$ cat src/rtl/dcl_pkg.sv
package dcl_pkg;

    localparam int STATE_W   = 2;
    localparam int KIND_W    = 3;
    localparam int MOP_W     = 2;
    localparam int OPQ_DEPTH = 2;

    typedef enum logic [STATE_W-1:0] {
        LS_INV = 2'd0,
        LS_VAL = 2'd1,
        LS_MOD = 2'd2
    } line_state_e;

    typedef enum logic [KIND_W-1:0] {
        AK_READ      = 3'd0,
        AK_WRITE     = 3'd1,
        AK_INVAL     = 3'd2,
        AK_PUSH_DROP = 3'd3,
        AK_PUSH_KEEP = 3'd4
    } acc_kind_e;

    typedef enum logic [MOP_W-1:0] {
        MOP_NONE  = 2'd0,
        MOP_FILL  = 2'd1,
        MOP_WORD  = 2'd2,
        MOP_WBACK = 2'd3
    } mem_op_e;

    typedef struct packed {
        logic                         err;
        mem_op_e [OPQ_DEPTH-1:0]      ops;
        line_state_e                  nxt;
        logic                         wr_cache;
        logic                         supply;
    } plan_t;

endpackage

$ cat src/rtl/dcl_decode.sv
module dcl_decode
    import dcl_pkg::*;
(
    input  line_state_e             state_i,
    input  logic [KIND_W-1:0]       kind_i,
    input  logic                    hit_i,
    input  logic                    copyback_i,
    output plan_t                   plan_o
);

    plan_t   p;
    mem_op_e first_op;
    logic    dirty_miss;

    always_comb begin
        p          = '0;
        p.nxt      = state_i;
        first_op   = MOP_NONE;
        dirty_miss = (state_i == LS_MOD) && !hit_i;

        case (kind_i)
            AK_READ: begin
                if (state_i == LS_INV && hit_i) begin
                    p.err = 1'b1;
                end else begin
                    p.supply = 1'b1;
                    if (!hit_i || state_i == LS_INV) begin
                        first_op = MOP_FILL;
                        p.nxt    = LS_VAL;
                    end
                end
            end
            AK_WRITE: begin
                if (state_i == LS_INV && hit_i) begin
                    p.err = 1'b1;
                end else if (hit_i) begin
                    p.wr_cache = 1'b1;
                    if (copyback_i) begin
                        p.nxt = LS_MOD;
                    end else begin
                        first_op = MOP_WORD;
                    end
                end else if (copyback_i) begin
                    first_op   = MOP_FILL;
                    p.wr_cache = 1'b1;
                    p.nxt      = LS_MOD;
                end else begin
                    first_op = MOP_WORD;
                    p.nxt    = (state_i == LS_INV) ? LS_INV : LS_VAL;
                end
            end
            AK_INVAL: begin
                p.nxt = LS_INV;
            end
            AK_PUSH_DROP: begin
                if (state_i == LS_MOD) first_op = MOP_WBACK;
                p.nxt = LS_INV;
            end
            AK_PUSH_KEEP: begin
                if (state_i == LS_MOD) begin
                    first_op = MOP_WBACK;
                    p.nxt    = LS_VAL;
                end
            end
            default: begin
                p.nxt = state_i;
            end
        endcase

        if (dirty_miss && (kind_i == AK_READ || kind_i == AK_WRITE)) begin
            p.ops[0] = MOP_WBACK;
            p.ops[1] = first_op;
        end else begin
            p.ops[0] = first_op;
            p.ops[1] = MOP_NONE;
        end
    end

    assign plan_o = p;

endmodule

$ cat src/rtl/dcl_seq.sv
module dcl_seq
    import dcl_pkg::*;
(
    input  logic                 clk,
    input  logic                 rst_n,
    input  logic                 req_valid_i,
    input  plan_t                plan_i,
    input  logic                 mem_done_i,
    output line_state_e          state_o,
    output logic                 ready_o,
    output logic                 mem_req_o,
    output mem_op_e              mem_op_o,
    output logic                 cache_wr_o,
    output logic                 supply_o,
    output logic                 err_o
);

    typedef enum logic {SQ_IDLE, SQ_BUSY} seq_e;

    typedef struct packed {
        seq_e                     fsm;
        mem_op_e [OPQ_DEPTH-1:0]  ops;
        line_state_e              nxt;
        logic                     wr_cache;
        logic                     supply;
        line_state_e              state;
        logic                     err;
    } seq_regs_t;

    seq_regs_t r_q, r_d;
    logic      commit;

    assign commit = (r_q.fsm == SQ_BUSY) && (r_q.ops[0] == MOP_NONE);

    always_comb begin
        r_d     = r_q;
        r_d.err = 1'b0;
        case (r_q.fsm)
            SQ_IDLE: begin
                if (req_valid_i) begin
                    if (plan_i.err) begin
                        r_d.err = 1'b1;
                    end else begin
                        r_d.fsm      = SQ_BUSY;
                        r_d.ops      = plan_i.ops;
                        r_d.nxt      = plan_i.nxt;
                        r_d.wr_cache = plan_i.wr_cache;
                        r_d.supply   = plan_i.supply;
                    end
                end
            end
            default: begin
                if (r_q.ops[0] != MOP_NONE) begin
                    if (mem_done_i) begin
                        for (int i = 0; i < OPQ_DEPTH - 1; i++) begin
                            r_d.ops[i] = r_q.ops[i+1];
                        end
                        r_d.ops[OPQ_DEPTH-1] = MOP_NONE;
                    end
                end else begin
                    r_d.state = r_q.nxt;
                    r_d.fsm   = SQ_IDLE;
                end
            end
        endcase
    end

    always_ff @(posedge clk) begin
        if (!rst_n) begin
            r_q       <= '0;
            r_q.fsm   <= SQ_IDLE;
            r_q.state <= LS_INV;
            r_q.nxt   <= LS_INV;
        end else begin
            r_q <= r_d;
        end
    end

    assign state_o    = r_q.state;
    assign ready_o    = (r_q.fsm == SQ_IDLE);
    assign mem_req_o  = (r_q.fsm == SQ_BUSY) && (r_q.ops[0] != MOP_NONE);
    assign mem_op_o   = mem_req_o ? r_q.ops[0] : MOP_NONE;
    assign cache_wr_o = commit && r_q.wr_cache;
    assign supply_o   = commit && r_q.supply;
    assign err_o      = r_q.err;

    AST_REQ_HELD: assert property (@(posedge clk) disable iff (!rst_n)
        (mem_req_o && !mem_done_i) |=> (mem_req_o && $stable(mem_op_o)));

    AST_STATE_AT_COMMIT: assert property (@(posedge clk) disable iff (!rst_n)
        mem_req_o |=> $stable(state_o));

    AST_STROBES_QUIET: assert property (@(posedge clk) disable iff (!rst_n)
        (mem_req_o || ready_o) |-> (!cache_wr_o && !supply_o));

    AST_ERR_ON_INVALID: assert property (@(posedge clk) disable iff (!rst_n)
        err_o |-> (state_o == LS_INV && ready_o));

    AST_ERR_PULSE: assert property (@(posedge clk) disable iff (!rst_n)
        err_o |=> (!err_o || $past(req_valid_i)));

endmodule

$ cat src/rtl/dcache_line_ctrl.sv
module dcache_line_ctrl
    import dcl_pkg::*;
(
    input  logic                 clk,
    input  logic                 rst_n,
    input  logic                 req_valid,
    input  logic [KIND_W-1:0]    req_kind,
    input  logic                 req_hit,
    input  logic                 req_copyback,
    output logic                 ready,
    output logic [STATE_W-1:0]   line_state,
    output logic                 mem_req,
    output logic [MOP_W-1:0]     mem_op,
    input  logic                 mem_done,
    output logic                 cache_wr,
    output logic                 cpu_supply,
    output logic                 err_hit_inv
);

    plan_t       plan;
    line_state_e cur_state;
    mem_op_e     cur_op;

    dcl_decode u_decode (
        .state_i    (cur_state),
        .kind_i     (req_kind),
        .hit_i      (req_hit),
        .copyback_i (req_copyback),
        .plan_o     (plan)
    );

    dcl_seq u_seq (
        .clk         (clk),
        .rst_n       (rst_n),
        .req_valid_i (req_valid),
        .plan_i      (plan),
        .mem_done_i  (mem_done),
        .state_o     (cur_state),
        .ready_o     (ready),
        .mem_req_o   (mem_req),
        .mem_op_o    (cur_op),
        .cache_wr_o  (cache_wr),
        .supply_o    (cpu_supply),
        .err_o       (err_hit_inv)
    );

    assign line_state = cur_state;
    assign mem_op     = cur_op;

endmodule

$ cat config.mk
export PLATFORM = sky130hd
export DESIGN_NAME = dcache_line_ctrl
export DESIGN_NICKNAME = d
export VERILOG_FILES = /design/src/rtl/dcl_pkg.sv /design/src/rtl/dcl_decode.sv /design/src/rtl/dcl_seq.sv /design/src/rtl/dcache_line_ctrl.sv
export SDC_FILE = /design/constraint.sdc
export NUM_CORES = 1
export LEC_CHECK = 0
export BUFFER_PORTS_ARGS = -buffer_cell sky130_fd_sc_hd__buf_2
export CAP_MARGIN = 15
export CORE_ASPECT_RATIO = 1.25
export CORE_MARGIN = 1.5
export CORE_UTILIZATION = 40
export CTS_CLUSTER_SIZE = 30
export DETAILED_ROUTE_END_ITERATION = 6
export SYNTH_ARGS = -nofsm -noshare
export SYNTH_HDL_FRONTEND = slang
export SYNTH_HIERARCHICAL = 1
export SYNTH_SLANG_ARGS = --single-unit
$ cat constraint.sdc
create_clock -name clk -period 4.1 [get_ports clk]
set_input_delay 0.82 -clock clk [delete_from_list [all_inputs] [get_ports clk]]
set_output_delay 0.82 -clock clk [all_outputs]
set_load 0.02 [all_outputs]
==> flow_summary.toml, run 1 <==
[status]
run_status = "finished, final reports clean"

[worst_hold_path]
hp-class = "register to register"

[sta]
worst_pin_slew_ns = 0.644
hold_viol = 0
timing.final.crit_share_pct = 63.0
fin_crit_ns = 2.58
grt_setup_unrepaired = "no"
worst_slack_ns = 1.52
fmax_mhz = 387
fin_tns_setup_ns = 0
setup_viol = 0
clock_skew_ns = 0.00190
relSlewSlack_pct = 57.0
hold_ws_ns = 0.463
slew_viol_final = 0

[final_layout]
layout.nets = 118
layout_commonest_cell = "buf_2"
final_cell_area_sq_um = 875
nFillCells = 192
most-common-layout-cells = "17 x buf_2, 13 x nand2_1, 12 x dfxtp_1"
postLayoutCoreUtil_pct = 48.4
antenna-diode-count = 0
drive_gt1_share_pct = 25.9
area_growth_pct = 10.6

[global_route]
grt_pass1_wl_mm = 2.84
overflow = 0
antenna_found_initial = 0
grt.total_usage_pct = 17.0
grt_max_degree = 13
grt_pass1_vias = 633

[synth]
synth_compound_area_share_pct = 22.6
synth_xor_area_share_pct = 0
synth_fa_ha_area_share_pct = 0
synthSimpleGateAreaFrac_pct = 35.8
yosys.area.top_type = "dfxtp_1"
syn_area_per_cell_sq_um = 8.32
synth_cells = 95
synthTopCellsByArea = "dfxtp_1 30%, nand2_1 6.2%, a21boi_0 5.7%, nor2b_1 4.0%, buf_4 3.8%"
synthMuxAreaShare_pct = 2.53
ys_types = 35
synth_top_area_share_pct = 30.4
yosysWarningCount = 6
synth_top_family_by_area = "simple AND/OR/NAND/NOR gates"
ys_ff_latch = 12
netlist_area_sq_um = 791
yosysSeqAreaShare_pct = 30.4
syn_nets = 104

[routing]
drc = 0
wl_met2_um = 806
wl_per_cell_um = 13.3
met1_length_um = 795
viasPerCell = 5.58
first_pass_iters = 4
wl_met3_um = 65
first_iter_violations = 16
top_layer = "met4"
ant_nets = 0
drt_wl_total_mm = 1.69
vias = 709

[critical_path]
crit_arrival_ns = 1.76
setup.worst_path.start_class = "register"
worstPathMaxFanout = 12
crit_path_end_kind = "output pin"
cp.required_ns = 3.28
crit_type = "register to output pin"

[clock_network]
cts_sinks = 12
postCtsHoldBufs = 0
ctsLongestPathBuffers = 2
numCtsBuffers = 3
h-tree-depth = 1
clk_pin_slew_ns = 0.08
cts-root-buf = "clkbuf_4"
worstSkewPairLatency_ns = 0.28
cts_setup_buffers = 0
cts_tree = "done"
cts_resized = 0

[floorplanning]
start_util_pct = 43.7
die-area_sq_um = 2250
core_area_sq_um = 1810
row_count = 17
ios = 18
die_x_um = 42.8
die_h_um = 52.7

[placed_design]
placed_cell_area_sq_um = 838
dp_hpwl_mm = 1.26
place_congestion = 0.857
dp_worst_setup_slack_ns = 1.57
port_buffers = 17

[power]
ir_worst_vdd_v = 0.000194
p_leak_nw = 0.366
power.density_nw_per_um2 = 301

[job]
maxCapViolations = 0
## worst max-delay path, stage by stage, from the launching register on
cell     delay, ns
dfxtp_1       0.53
nor3b_1       0.59
and2_1        0.21
buf_2         0.16
## power breakdown
group / switching, mW / total (mW) / internal [mW]
Sequential: 0.00462 / 0.124 / 0.120
Clock: 0.0433 / 0.0973 / 0.0540
Combinational: 0.0239 / 0.0414 / 0.0175
Total: 0.0718 / 0.263 / 0.191
## area by class of cell
class | count | area (sq um) | area share, %
inverters | 2 | 7.51 | 0.858
multi-input cells | 73 | 482 | 55.1
clock buffers | 4 | 36.3 | 4.15
well taps | 19 | 23.8 | 2.72
repair buffers | 17 | 85.1 | 9.73
flip-flops and latches | 12 | 240 | 27.5
## synth_stat cells (all sizes together)
cell and instances:
and4bb 2, dfxtp 12, nor2b 5, o31a 1, nor4bb 1, a32o 1
o211ai 1, and4 1, a21oi 1, o21ai 4, a221o 2, a21boi 6
mux2i 2, or3b 2, inv 2, nand2 13, o21a 1, nor3b 3
o22ai 1, and3b 1, and2 4, o311a 2, nor2 7, clkbuf 1
a21o 1, nand3 5, buf 7, nor3 4, o21bai 2
## path summary, 6_finish.rpt
kind                                to  slack, ns  cells after the start                     startpoint
max reg2reg  u_seq/r_q[7]$_SDFFE_PN0P_       2.11                      5  u_seq/state_o[1]$_SDFFE_PN0N_
min          u_seq/r_q[3]$_SDFFE_PN0P_       0.46                      2      u_seq/r_q[3]$_SDFFE_PN0P_
min reg2reg  u_seq/r_q[3]$_SDFFE_PN0P_       0.46                      2      u_seq/r_q[3]$_SDFFE_PN0P_
max                           cache_wr       1.52                      3       u_seq/r_q[11]$_SDFF_PN0_
## cells by family (layout without fill, tap and decap cells)
| logic type | Yosys count | after routing |
|---|---|---|
| buffers and inverters | 10 | 23 |
| multiplexers | 2 | 2 |
| AND/OR/NAND/NOR | 48 | 48 |
| AO/OA/AOI/OAI | 23 | 23 |
| flip-flops | 12 | 12 |
## state kept, by name, summed over array words and instances (netlist names)
signal / flops
u_seq/state_o: 2
u_seq/err_o: 1
u_seq/r_q: 9
## through the flow
stage	power, mW	std cells
floorplan	0.160	95
global placement	0.168	123
detailed placement	0.168	123
CTS	0.267	127
global route	0.276	127
finish	0.263	127
## metal layers
| layer | up-vias | global-route usage, % |
|---|---|---|
| li1 | 364 | - |
| met5 | - | 0 |
| met3 | 2 | 2.07 |
| met4 | 0 | 12.5 |
| met2 | 16 | 25.3 |
| met1 | 327 | 22.2 |
(Power assumes the default switching activity.)
==> inputs of run 2 (changes only) <==
==> constraint.sdc (replaced) <==
create_clock -name clk -period 2.4 [get_ports clk]
set_input_delay 0.48 -clock clk [delete_from_list [all_inputs] [get_ports clk]]
set_output_delay 0.48 -clock clk [all_outputs]
set_load 0.02 [all_outputs]
==> run 2 against run 1 <==
Net effect:
- first-iteration DRC count shrank 38%
- non-clock buffer count increased by 1
- cell count increased by 0.79%
- die area unchanged
- sequential power rose by 71%
- core utilization grew 0.42 points
==> flow_summary.toml, run 2 (synthesis results as in run 1) <==
[global_route]
grt_max_degree = 13
grt_pass1_wl_mm = 2.65
met1_usage_pct = 19.4
met3_usage_pct = 2.07
grt_use_met2_pct = 25.5
grt_pass1_vias = 617
top_usage_layer = "met2"
antenna_found_initial = 0
overflow = 0
grt.total_usage_pct = 15.6

[placed_design]
place_congestion = 0.876
placed_cell_area_sq_um = 846
dp_hpwl_mm = 1.25
port_buffers = 17

[worst_hold_path]
holdPathStages = 2
hp-class = "register to register"
hold_path_end = "u_seq/r_q[6]$_SDFFE_PN0P_"
min-delay-start = "u_seq/r_q[6]$_SDFFE_PN0P_"

[final_layout]
largest_register_ffs = 9
drive_gt1_share_pct = 26.6
top_register = "u_seq/r_q"
area_growth_pct = 11.6
nFillCells = 184
layout_commonest_cell = "buf_2"
final_cell_area_sq_um = 882
postLayoutCoreUtil_pct = 48.8
layout.nets = 119
antenna-diode-count = 0
most-common-layout-cells = "17 x buf_2, 13 x nand2_1, 12 x dfxtp_1"

[sta]
setup_viol = 0
slew_viol_final = 0
clock_skew_ns = 0.00172
fmax_mhz = 508
timing.final.crit_share_pct = 82.1
grt_setup_unrepaired = "no"
worst_pin_slew_ns = 0.512
hold_viol = 0
fin_crit_ns = 1.97
relSlewSlack_pct = 65.7
fin_tns_setup_ns = 0

[clock_network]
cts-root-buf = "clkbuf_4"
cts_setup_buffers = 0
worstSkewPairLatency_ns = 0.27
cts_sinks = 12
ctsLongestPathBuffers = 2
h-tree-depth = 1
clk_pin_slew_ns = 0.08
numCtsBuffers = 3
cts_tree = "done"
postCtsHoldBufs = 0
cts_resized = 0

[critical_path]
r2r_end = "u_seq/r_q[8]$_SDFFE_PN0P_"
r2r_cells = 5
crit_path_end_kind = "register"
worstPathMaxFanout = 8
crit_arrival_ns = 2.13
crit_type = "register to register"
cp.required_ns = 2.56
setup.worst_path.start_class = "register"
worstReg2RegStart = "u_seq/state_o[1]$_SDFFE_PN0N_"
r2r_slack_ns = 0.43

[power]
ir_worst_vdd_v = 0.000261
finalPower_mw = 0.446
power.density_nw_per_um2 = 506
p_leak_nw = 0.371

[floorplanning]
die_x_um = 42.8
ios = 18
die-area_sq_um = 2250
start_util_pct = 43.7
core_area_sq_um = 1810
die_h_um = 52.7
row_count = 17

[routing]
ant_nets = 0
drt_wl_total_mm = 1.66
wl_per_cell_um = 13.0
first_pass_iters = 3
drc = 0
vias = 686
first_iter_violations = 10
viasPerCell = 5.36

[status]
run_status = "finished, final reports clean"

[job]
maxCapViolations = 0
==> run 2: changes by cell type in the layout (fill, tap and decap cells not counted) <==
cell / before / now
buf_4: 0 / 1
==> run 2: power by group <==
part / switching [mW] / total, mW / internal (mW)
Sequential: 0.00805 / 0.212 / 0.204
Clock: 0.0686 / 0.161 / 0.0921
Combinational: 0.0414 / 0.0730 / 0.0316
Total: 0.118 / 0.446 / 0.328
==> run 2: how the worst max path moves through the flow <==
stage | startpoint | end | slack [ns] | depth (start not counted)
floorplan | u_seq/state_o[1]$_SDFFE_PN0N_ | u_seq/r_q[8]$_SDFFE_PN0P_ | 0.49 | 6
global placement | req_hit | u_seq/r_q[8]$_SDFFE_PN0P_ | 0.27 | 6
detailed placement | req_hit | u_seq/r_q[7]$_SDFFE_PN0P_ | 0.19 | 6
CTS | u_seq/state_o[1]$_SDFFE_PN0N_ | u_seq/r_q[8]$_SDFFE_PN0P_ | 0.41 | 5
global route | u_seq/state_o[1]$_SDFFE_PN0N_ | u_seq/r_q[8]$_SDFFE_PN0P_ | 0.33 | 5
finish | u_seq/state_o[1]$_SDFFE_PN0N_ | u_seq/r_q[8]$_SDFFE_PN0P_ | 0.43 | 5
==> run 2: area by class of cell <==
type	instances	area (sq um)	share of cell area (%)
Clock buffer	4	36.3	4.11
Inverter	2	7.51	0.851
Multi-Input combinational cell	73	482	54.6
Sequential cell	12	240	27.2
Tap cell	19	23.8	2.70
Timing Repair Buffer	18	92.6	10.5
==> run 2: stage by stage <==
step	hold slack (ns)	cells	setup WS, ns
after detailed placement	0.458	124	0.193
after global placement	0.453	124	0.268
after global routing	0.497	128	0.332
after floorplan	0.439	95	0.490
final	0.465	128	0.430
after CTS	0.470	128	0.411
==> run 2: metal layers <==
layer | part of all wire (%) | vias up
li1 | - | 366
met1 | 49 | 309
met2 | 47 | 9
met3 | 3.2 | 2
met4 | 1.0 | 0
met5 | 0 | -
==> run 2: critical path: stages (launching register included) <==
cell and delay, ns:
dfxtp_1 0.37, or3b_4 0.43, nor3_1 0.38, and4bb_2 0.29, a221o_1 0.26, o311a_1 0.12
